**src/rtl/isc_pkg.sv**
```systemverilog
package isc_pkg;

    localparam int BYTE_W     = 8;
    localparam int UNIT_IDX_W = 4;

    typedef logic [BYTE_W-1:0] byte_t;

    // One event bit: visible stage and stored (second) stage
    typedef struct packed {
        logic vis;
        logic stk;
    } slot_t;

    // Global status layout, LSB last
    typedef struct packed {
        logic [3:0] spare;
        logic       busy;
        logic       swf;
        logic       psum;
        logic       dsum;
    } gstat_t;

    // Clear command issued when the latency window closes
    typedef struct packed {
        logic                  fire;
        logic [UNIT_IDX_W-1:0] unit;
        byte_t                 mask;
    } clr_cmd_t;

    typedef enum logic [1:0] {
        REG_NONE,
        REG_GSTAT,
        REG_DETAIL,
        REG_MASK
    } reg_kind_e;

    // Next state of one bit given its event and clear inputs
    function automatic slot_t slot_next(slot_t cur, logic evt, logic clr);
        slot_t n;
        if (clr) begin
            n.vis = cur.stk;
            n.stk = evt;
        end else if (cur.vis) begin
            n.vis = 1'b1;
            n.stk = cur.stk | evt;
        end else begin
            n.vis = cur.stk | evt;
            n.stk = cur.stk & evt;
        end
        return n;
    endfunction

    // Address map: 0 status, 1..nunit detail, nunit+1..2*nunit masks
    function automatic reg_kind_e decode_kind(int a, int nunit);
        if (a == 0)
            return REG_GSTAT;
        else if (a <= nunit)
            return REG_DETAIL;
        else if (a <= 2 * nunit)
            return REG_MASK;
        else
            return REG_NONE;
    endfunction

endpackage

```
**src/rtl/isc_stack_bank.sv**
```systemverilog
module isc_stack_bank
    import isc_pkg::*;
#(
    parameter int W = BYTE_W
) (
    input  logic         clk,
    input  logic         rst,
    input  logic [W-1:0] evt,
    input  logic         clr,
    input  logic [W-1:0] clr_mask,
    output logic [W-1:0] vis
);

    for (genvar g = 0; g < W; g++) begin : g_slot
        slot_t st;
        always_ff @(posedge clk) begin
            if (rst)
                st <= '0;
            else
                st <= slot_next(st, evt[g], clr && clr_mask[g]);
        end
        assign vis[g] = st.vis;
    end

endmodule

```
**src/rtl/isc_clear_seq.sv**
```systemverilog
module isc_clear_seq
    import isc_pkg::*;
#(
    parameter int LAT = 12
) (
    input  logic                  clk,
    input  logic                  rst,
    input  logic                  req,
    input  logic [UNIT_IDX_W-1:0] req_unit,
    input  byte_t                 req_mask,
    output logic                  busy,
    output clr_cmd_t              cmd
);

    localparam int CW = $clog2(LAT + 1);

    logic [CW-1:0]         cnt;
    logic [UNIT_IDX_W-1:0] unit_q;
    byte_t                 mask_q;

    always_ff @(posedge clk) begin
        if (rst) begin
            cnt    <= '0;
            unit_q <= '0;
            mask_q <= '0;
        end else if (cnt == '0) begin
            if (req) begin
                cnt    <= CW'(LAT);
                unit_q <= req_unit;
                mask_q <= req_mask;
            end
        end else begin
            cnt <= cnt - 1'b1;
        end
    end

    assign busy     = (cnt != '0);
    assign cmd.fire = (cnt == CW'(1));
    assign cmd.unit = unit_q;
    assign cmd.mask = mask_q;

endmodule

```
**src/rtl/isc_host_regs.sv**
```systemverilog
module isc_host_regs
    import isc_pkg::*;
#(
    parameter int NUNIT = 3,
    parameter int AW    = 3
) (
    input  logic                        clk,
    input  logic                        rst,
    input  logic [AW-1:0]               addr,
    input  logic                        rd,
    input  logic                        wr,
    input  byte_t                       wdata,
    input  logic [NUNIT-1:0][BYTE_W-1:0] vis,
    input  logic                        busy,
    input  logic                        dsum,
    input  logic                        psum,
    input  logic                        sw_evt,
    output byte_t                       rdata,
    output logic [NUNIT-1:0][BYTE_W-1:0] mask,
    output logic                        swflag,
    output logic                        clr_req,
    output logic [UNIT_IDX_W-1:0]       clr_unit,
    output byte_t                       clr_mask
);

    reg_kind_e             kind;
    logic [UNIT_IDX_W-1:0] det_idx;
    logic [UNIT_IDX_W-1:0] msk_idx;
    byte_t                 rd_val;
    gstat_t                gs;
    gstat_t                wgs;

    always_comb begin
        kind    = decode_kind(int'(addr), NUNIT);
        det_idx = UNIT_IDX_W'(int'(addr) - 1);
        msk_idx = UNIT_IDX_W'(int'(addr) - 1 - NUNIT);
        wgs     = gstat_t'(wdata);
    end

    always_comb begin
        gs       = '0;
        gs.dsum  = dsum;
        gs.psum  = psum;
        gs.swf   = swflag;
        gs.busy  = busy;
        rd_val   = '0;
        case (kind)
            REG_GSTAT:  rd_val = byte_t'(gs);
            REG_DETAIL: begin
                for (int i = 0; i < NUNIT; i++)
                    if (det_idx == UNIT_IDX_W'(i)) rd_val = vis[i];
            end
            REG_MASK: begin
                for (int i = 0; i < NUNIT; i++)
                    if (msk_idx == UNIT_IDX_W'(i)) rd_val = mask[i];
            end
            default:    rd_val = '0;
        endcase
    end

    assign clr_req  = rd && (kind == REG_DETAIL) && !busy;
    assign clr_unit = det_idx;
    assign clr_mask = rd_val;

    always_ff @(posedge clk) begin
        if (rst)
            rdata <= '0;
        else if (rd)
            rdata <= rd_val;
    end

    for (genvar i = 0; i < NUNIT; i++) begin : g_mask
        always_ff @(posedge clk) begin
            if (rst)
                mask[i] <= '1;
            else if (wr && kind == REG_MASK && msk_idx == UNIT_IDX_W'(i))
                mask[i] <= wdata;
        end
    end

    always_ff @(posedge clk) begin
        if (rst)
            swflag <= 1'b0;
        else if (sw_evt)
            swflag <= 1'b1;
        else if (wr && kind == REG_GSTAT && wgs.swf)
            swflag <= 1'b0;
    end

endmodule

```
**src/rtl/isc_ctrl.sv**
```systemverilog
module isc_ctrl
    import isc_pkg::*;
#(
    parameter  int PROTO_BYTES = 2,
    parameter  int CLR_LAT     = 12,
    localparam int NUNIT       = PROTO_BYTES + 1,
    localparam int AW          = $clog2(2 * NUNIT + 1)
) (
    input  logic                            clk,
    input  logic                            rst,
    input  logic [AW-1:0]                   host_addr,
    input  logic                            host_rd,
    input  logic                            host_wr,
    input  logic [BYTE_W-1:0]               host_wdata,
    output logic [BYTE_W-1:0]               host_rdata,
    input  logic [BYTE_W-1:0]               dma_evt,
    input  logic [BYTE_W*PROTO_BYTES-1:0]   proto_evt,
    input  logic                            sw_evt,
    output logic                            irq_n
);

    logic [NUNIT-1:0][BYTE_W-1:0] evt_all;
    logic [NUNIT-1:0][BYTE_W-1:0] vis_all;
    logic [NUNIT-1:0][BYTE_W-1:0] mask_all;
    logic [NUNIT-1:0]             unit_clr;

    clr_cmd_t              cmd;
    logic                  clr_busy;
    logic                  clr_req;
    logic [UNIT_IDX_W-1:0] clr_unit;
    byte_t                 clr_mask;
    logic                  sw_flag;
    logic                  dsum;
    logic                  psum;

    assign evt_all[0] = dma_evt;
    for (genvar p = 0; p < PROTO_BYTES; p++) begin : g_evt
        assign evt_all[p+1] = proto_evt[p*BYTE_W +: BYTE_W];
    end

    for (genvar u = 0; u < NUNIT; u++) begin : g_unit
        assign unit_clr[u] = cmd.fire && (cmd.unit == UNIT_IDX_W'(u));
        isc_stack_bank #(.W(BYTE_W)) u_bank (
            .clk      (clk),
            .rst      (rst),
            .evt      (evt_all[u]),
            .clr      (unit_clr[u]),
            .clr_mask (cmd.mask),
            .vis      (vis_all[u])
        );
    end

    isc_clear_seq #(.LAT(CLR_LAT)) u_seq (
        .clk      (clk),
        .rst      (rst),
        .req      (clr_req),
        .req_unit (clr_unit),
        .req_mask (clr_mask),
        .busy     (clr_busy),
        .cmd      (cmd)
    );

    isc_host_regs #(.NUNIT(NUNIT), .AW(AW)) u_regs (
        .clk      (clk),
        .rst      (rst),
        .addr     (host_addr),
        .rd       (host_rd),
        .wr       (host_wr),
        .wdata    (host_wdata),
        .vis      (vis_all),
        .busy     (clr_busy),
        .dsum     (dsum),
        .psum     (psum),
        .sw_evt   (sw_evt),
        .rdata    (host_rdata),
        .mask     (mask_all),
        .swflag   (sw_flag),
        .clr_req  (clr_req),
        .clr_unit (clr_unit),
        .clr_mask (clr_mask)
    );

    always_comb begin
        dsum = |(vis_all[0] & mask_all[0]);
        psum = 1'b0;
        for (int p = 1; p < NUNIT; p++)
            psum = psum | (|(vis_all[p] & mask_all[p]));
    end

    assign irq_n = ~(dsum | psum | sw_flag);

endmodule

```
**config.mk**
```make
export PLATFORM = sky130hd
export DESIGN_NAME = isc_ctrl
export DESIGN_NICKNAME = d
export VERILOG_FILES = /design/src/rtl/isc_pkg.sv /design/src/rtl/isc_stack_bank.sv /design/src/rtl/isc_clear_seq.sv /design/src/rtl/isc_host_regs.sv /design/src/rtl/isc_ctrl.sv
export SDC_FILE = /design/constraint.sdc
export NUM_CORES = 1
export LEC_CHECK = 0
export BUFFER_PORTS_ARGS = -buffer_cell sky130_fd_sc_hd__buf_2
export CORE_ASPECT_RATIO = 0.5
export CORE_MARGIN = 5
export CORE_UTILIZATION = 60
export DETAILED_ROUTE_END_ITERATION = 8
export PLACE_DENSITY = 0.85
export SKIP_CTS_REPAIR_TIMING = 1
export SYNTH_ARGS = -nofsm -noshare
export SYNTH_HDL_FRONTEND = slang
export SYNTH_SLANG_ARGS = --single-unit
export TNS_END_PERCENT = 100
```
**constraint.sdc**
```tcl
create_clock -name clk -period 4.9 [get_ports clk]
set_input_delay 0.49 -clock clk [delete_from_list [all_inputs] [get_ports clk]]
set_output_delay 0.49 -clock clk [all_outputs]
set_load 0.01 [all_outputs]
```
== Word-level counts from Yosys, hierarchy flattened ==
Index checks and enable logic that the tools add are counted.

* Register bits: 97
* Bits in latches: 0
* RAM bits: 0
* Bits in read-only memories: 0
* Input port bits: 40
* Output and inout bits: 9
* Memories: 0

* Add/subtract/negate cells: 3
* $mul: 0
* Div/mod/pow operators: 0
* Magnitude comparators: 2
* Equality and inequality tests: 11
* Shift operators: 0
* Multiplexer cells: 62
* Bitwise logic cells: 55
* Reductions and logical operators: 47

{| class="wikitable"
|+ Operator list
! cell !! number
|-
| 2-bit two-way mux || 51
|-
| 8-bit two-way mux || 6
|-
| 1-bit logical AND || 35
|-
| 1-bit bitwise OR || 27
|-
| 1-bit AND || 24
|-
| 8-bit AND || 3
|-
| 8-bit one-hot mux with 3 select lines || 1
|-
| 8-bit OR reduction || 3
|-
| 4-bit by 1-bit equality test with 1-bit output, second input constant || 4
|-
| 4-bit zero test || 4
|-
| 4-bit by 2-bit equality test with 1-bit output, second input constant || 3
|-
| 4-bit two-way mux || 2
|-
| 2-bit equality test, second input constant || 2
|-
| 4-bit nonzero test || 1
|-
| 3-bit by 1-bit subtractor with 4-bit output, second input constant || 1
|-
| 4-bit by 1-bit subtractor with 4-bit output, second input constant || 1
|-
| 4-bit by 3-bit subtractor with 4-bit output, second input constant || 1
|-
| 3-bit by 2-bit <= comparator with 1-bit output, second input constant || 1
|-
| 3-bit <= comparator, second input constant || 1
|-
| 3-bit zero test || 1
|-
| 2-bit by 1-bit equality test with 1-bit output, second input constant || 1
|-
| 1-bit two-way mux || 2
|-
| 2-bit != test, second input constant || 1
|-
| 2-bit AND reduction || 1
|-
| 3 further kinds || 3
|}

== Logic depth before layout (Yosys ltp) ==
* Depth after elaboration: 9
* Gate-level depth with buffers: 9

== Modules after synthesis ==
From an unflattened synthesis, not the netlist that was laid out.

* Cells, all modules: 578
* Area, all modules: 5056.1 um^2

{| class="wikitable"
|+ By module, submodules not included
! module !! instances !! cells each !! area each (um^2) !! sequential area each (um^2)
|-
| isc_stack_bank || 3 || 91 || 759.5 || 320.3
|-
| isc_host_regs || 1 || 211 || 1849.3 || 660.6
|-
| isc_clear_seq || 1 || 74 || 747.0 || 320.3
|-
| isc_ctrl || 1 || 20 || 181.4 || 0.0
|}

== Worst setup path before layout ==
No wires, ideal clock.

* Path kind: input to register
* Start: input port host_addr[0]
* End: register u_regs.mask[0] (netlist bit)
* Data arrival time: 1816 ps
* Setup slack: 2964 ps
* Stages on the path: 7
* Cell sequence: inv_1 -> ha_1 -> o21ai_1 -> o211a_1 -> nand3_2 -> buf_2 -> a211o_1

* Word-level cells in the longest chain between the ends: 7
* Elaborated cells between the ends (all ways): 12
* Those cells by class: add/sub: 2; order compare: 2; eq/ne: 1; mux: 3; reduce/logical: 4

{| class="wikitable"
|+ Ends and longest elaborated chain
! element !! line !! RTL
|-
| start, declared || isc_ctrl.sv:11 || <nowiki>input logic [AW-1:0] host_addr,</nowiki>
|-
| parallel branches: the longest is 6 deep, another holds 3-bit by 1-bit subtractor with 4-bit output || - ||
|-
| 1-bit logical AND * || isc_host_regs.sv:76 || <nowiki>else if (wr && kind == REG_MASK && msk_idx == UNIT_IDX_W'(i))</nowiki>
|-
| end signal, assigned by index || isc_host_regs.sv:77 || <nowiki>mask[i] <= wdata;</nowiki>
|-
| end, declared || isc_host_regs.sv:19 || <nowiki>output logic [NUNIT-1:0][BYTE_W-1:0] mask,</nowiki>
|}

Every way passes the cells marked *.
A chain may end at the register's enable or synchronous reset.

== Final worst setup path ==
* Start: input port host_addr[0]
* End: register u_seq.unit_q[3]

* Word-level cells in the longest chain between the ends: 8
* Elaborated cells between the ends (all ways): 11
* Those cells by class: add/sub: 1; order compare: 2; eq/ne: 1; mux: 3; reduce/logical: 4

{| class="wikitable"
|+ Ends and longest elaborated chain
! element !! line !! RTL
|-
| 3-bit <= comparator || isc_pkg.sv:59 || <nowiki>else if (a <= 2 * nunit)</nowiki>
|-
| 2-bit two-way mux || isc_pkg.sv:59 ||
|-
| 2-bit two-way mux || isc_pkg.sv:57 || <nowiki>else if (a <= nunit)</nowiki>
|-
| 2-bit two-way mux || isc_pkg.sv:55 || <nowiki>if (a == 0)</nowiki>
|-
| 2-bit equality test || isc_host_regs.sv:61 || <nowiki>assign clr_req = rd && (kind == REG_DETAIL) && !busy;</nowiki>
|-
| 1-bit logical AND (2 in series) || isc_host_regs.sv:61 ||
|-
| 2-bit AND reduction (no line) || - ||
|-
| end signal, assigned || isc_clear_seq.sv:29 || <nowiki>unit_q <= req_unit;</nowiki>
|-
| end, declared || isc_clear_seq.sv:18 || <nowiki>logic [UNIT_IDX_W-1:0] unit_q;</nowiki>
|}

Several ways; a longest one is shown, not always the timed one.

==> flow_metrics.tcl <==
set metrics [dict create \
    dpl.cell_count 682 \
    p_switching_w 0.000480 \
    row_count 22 \
    rsz0062_at_grt "no" \
    cts_tree "done" \
    p_sw_share_pct 26.8 \
    ant_nets 0 \
    grt_pass1_vias 3856 \
    numPortBuffers 48 \
    stdcell_count 698 \
    start_util_pct 62.7 \
    layout_commonest_cell "dfxtp_1" \
    final_cell_mix "dfxtp_1, nor2_1, a21oi_1" \
    p_per_area_mw_per_mm2 349 \
    cp-start-kind "input pin" \
    antenna_cells 0 \
    min_path_cells 3 \
    arrival_ns 2.84 \
    yosys_warnings 0 \
    cts.clk_slew.worst_paths_ns 0.06 \
    yosys-top-cells-area "dfxtp_1, nor2_1, a21oi_1" \
    grt_usage_pct 25.8 \
    fillers 628 \
    cp-end-kind "flop" \
    wl_per_cell_microns 17.9 \
    dr_total_vias 4348 \
    synth_area_sq_mm 0.00466 \
    layout.nets 644 \
    grt_first_pass_wirelength_microns 19800 \
    dr.pass1.iters 5 \
    htreeDepth 3 \
    synth.top_cell.area_share_pct 41.6 \
    status "complete, no violations" \
    ys_seq_area_share_pct 41.6 \
    internal_power_w 0.00131 \
    slew_headroom_pct 34.8 \
    cts_buffer_depth 2 \
    fin_skew_ns 0.00620 \
    fp.dieH_microns 72.3 \
    hp-class "input pin to flop" \
    io_pins 49 \
    root_buffer "clkbuf_16" \
    synth.avg_cell_area_sq_um 8.20 \
    cp_max_fo 20 \
    path_class "input pin to flop" \
    via_per_inst 6.23 \
    ys_ff_latch 97 \
    synth_top_area_cell "dfxtp_1" \
    grt_max_degree 54 \
    wl_microns 12500 \
    clk_latency_ns 0.34 \
    clockPowerShare_pct 37.8 \
    fin_ws_ns 2.26 \
    coreArea_sq_mm 0.00743 \
    reg2reg_depth 4 \
    dr.first_iter.drc_count 540 \
    irDropWorstVdd_uv 204 \
    synthCells 569 \
    place_ws_ns 1.94 \
    antenna_found_initial 0 \
    dieWidth_microns 135 \
    period_minus_slack_ns 2.64 \
    fin_crit_sh_pct 53.9 \
    drc 0 \
    overflow 0 \
    pwr-share-seq_pct 49.9 \
    clock_sinks 97 \
    syn_nets 616 \
    cap_violations 0 \
    clock.fmax_mhz 378 \
    gp_congestion 0.970 \
    setup_tns_ns 0 \
    utilization_pct 69.2 \
    drive_gt1_share_pct 13.8 \
    syn_to_final_growth_pct 10.2 \
    leakagePower_nw 2.04 \
    hold_viol 0 \
    crit_required_ns 5.10 \
    setup_viol_count_final 0 \
    finalMaxSlewViolations 0 \
    cts_made_buffers 9 \
    dp_hpwl_microns 8960 \
    pwr-share-comb_pct 12.3 \
    worst_slew_pin_slew_ns 0.969 \
    die_area_sq_mm 0.00974 \
    synth.distinct_cells 51 \
]
critical path, cell delays in order:
cell and delay (ns):
buf_2 0.18, inv_1 0.13, ha_1 0.39, nor2_1 0.21, nand3_1 0.14, nor3_4 0.76, mux2_2 0.41, nor2b_1 0.12
cells in the mapped netlist (all sizes together):
cell type / instances
a211o: 16
a211oi: 14
a21boi: 5
a21oi: 51
a221oi: 12
a22o: 4
a22oi: 4
a311oi: 7
a31oi: 11
and3: 9
and4: 1
and4b: 3
buf: 17
clkbuf: 15
dfxtp: 97
ha: 7
inv: 23
mux2: 1
mux2i: 4
nand2: 39
nand2b: 12
nand3: 22
nand3b: 9
nand4: 1
nor2: 89
nor2b: 16
nor3: 10
nor3b: 2
nor4: 1
nor4b: 1
o211a: 2
o211ai: 2
o21a: 1
o21ai: 53
o21ba: 1
o21bai: 1
o32a: 4
or3: 1
xnor2: 1
per-layer routing:
layer	vias up	track usage (%)	wire, microns
li1	2094	-	-
met1	2067	36.6	5960
met2	174	39.0	5240
met3	13	7.69	1130
met4	0	5.87	146
met5	-	0	0
cell families (layout without fill, tap and decap cells):
| kind of cell | Yosys count | in the layout | share of synthesized area [%] |
|---|---|---|---|
| AOI/OAI and AO/OA | 188 | 188 | 26.4 |
| xor gates and xnor gates | 1 | 1 | 0.188 |
| adders and majority gates | 7 | 7 | 1.88 |
| buffers and inverters | 55 | 88 | 5.77 |
| DFF | 97 | 97 | 41.6 |
| muxes | 5 | 5 | 1.10 |
| and+or+nand+nor | 216 | 216 | 23.0 |
registers in the layout, summed over array words and instances, names as in the netlist:
signal	count
g_unit.u_bank.g_slot.st	24
g_unit.u_bank.vis	24
u_regs.mask	24
u_regs.rdata	8
u_regs.swflag	1
u_seq.cnt	4
u_seq.mask_q	8
u_seq.unit_q	4
power by group through the flow:
stage                     logic [W]  clock network [W]  registers [W]
after floorplan            0.000158                  0       0.000888
after global placement     0.000209                  0       0.000906
after detailed placement   0.000215                  0       0.000908
after CTS                  0.000218           0.000682       0.000891
after global routing       0.000246           0.000718       0.000898
final                      0.000221           0.000679       0.000894
worst paths after layout:
check | start | end | slack (ns)
max | host_addr[0] | u_seq.unit_q[3] | 2.26
min | sw_evt | u_regs.swflag | 0.36
max reg2reg | u_seq.cnt[0] | u_seq.unit_q[3] | 2.73
min reg2reg | g_unit[1].u_bank.g_slot[2].st[0] | g_unit[1].u_bank.vis[2] | 0.46
area by class of cell:
| type | count | area [sq um] | share of cell area [%] |
|---|---|---|---|
| clock buffers | 12 | 267 | 5.18 |
| clock inverters | 4 | 26.3 | 0.511 |
| inverters | 23 | 86.3 | 1.68 |
| multi-input cells | 417 | 2450 | 47.7 |
| flip-flops and latches | 97 | 1940 | 37.8 |
| well taps | 96 | 120 | 2.34 |
| repair buffers | 49 | 248 | 4.82 |
metrics by stage:
step,total power (W),hold slack [ns],cell area [sq um]
after floorplan,0.00105,0.436,4660
after global placement,0.00112,0.443,4850
after detailed placement,0.00112,0.454,4850
after CTS,0.00179,0.352,5140
after global routing,0.00186,0.385,5140
final,0.00179,0.355,5140
(Power assumes the default switching activity.)
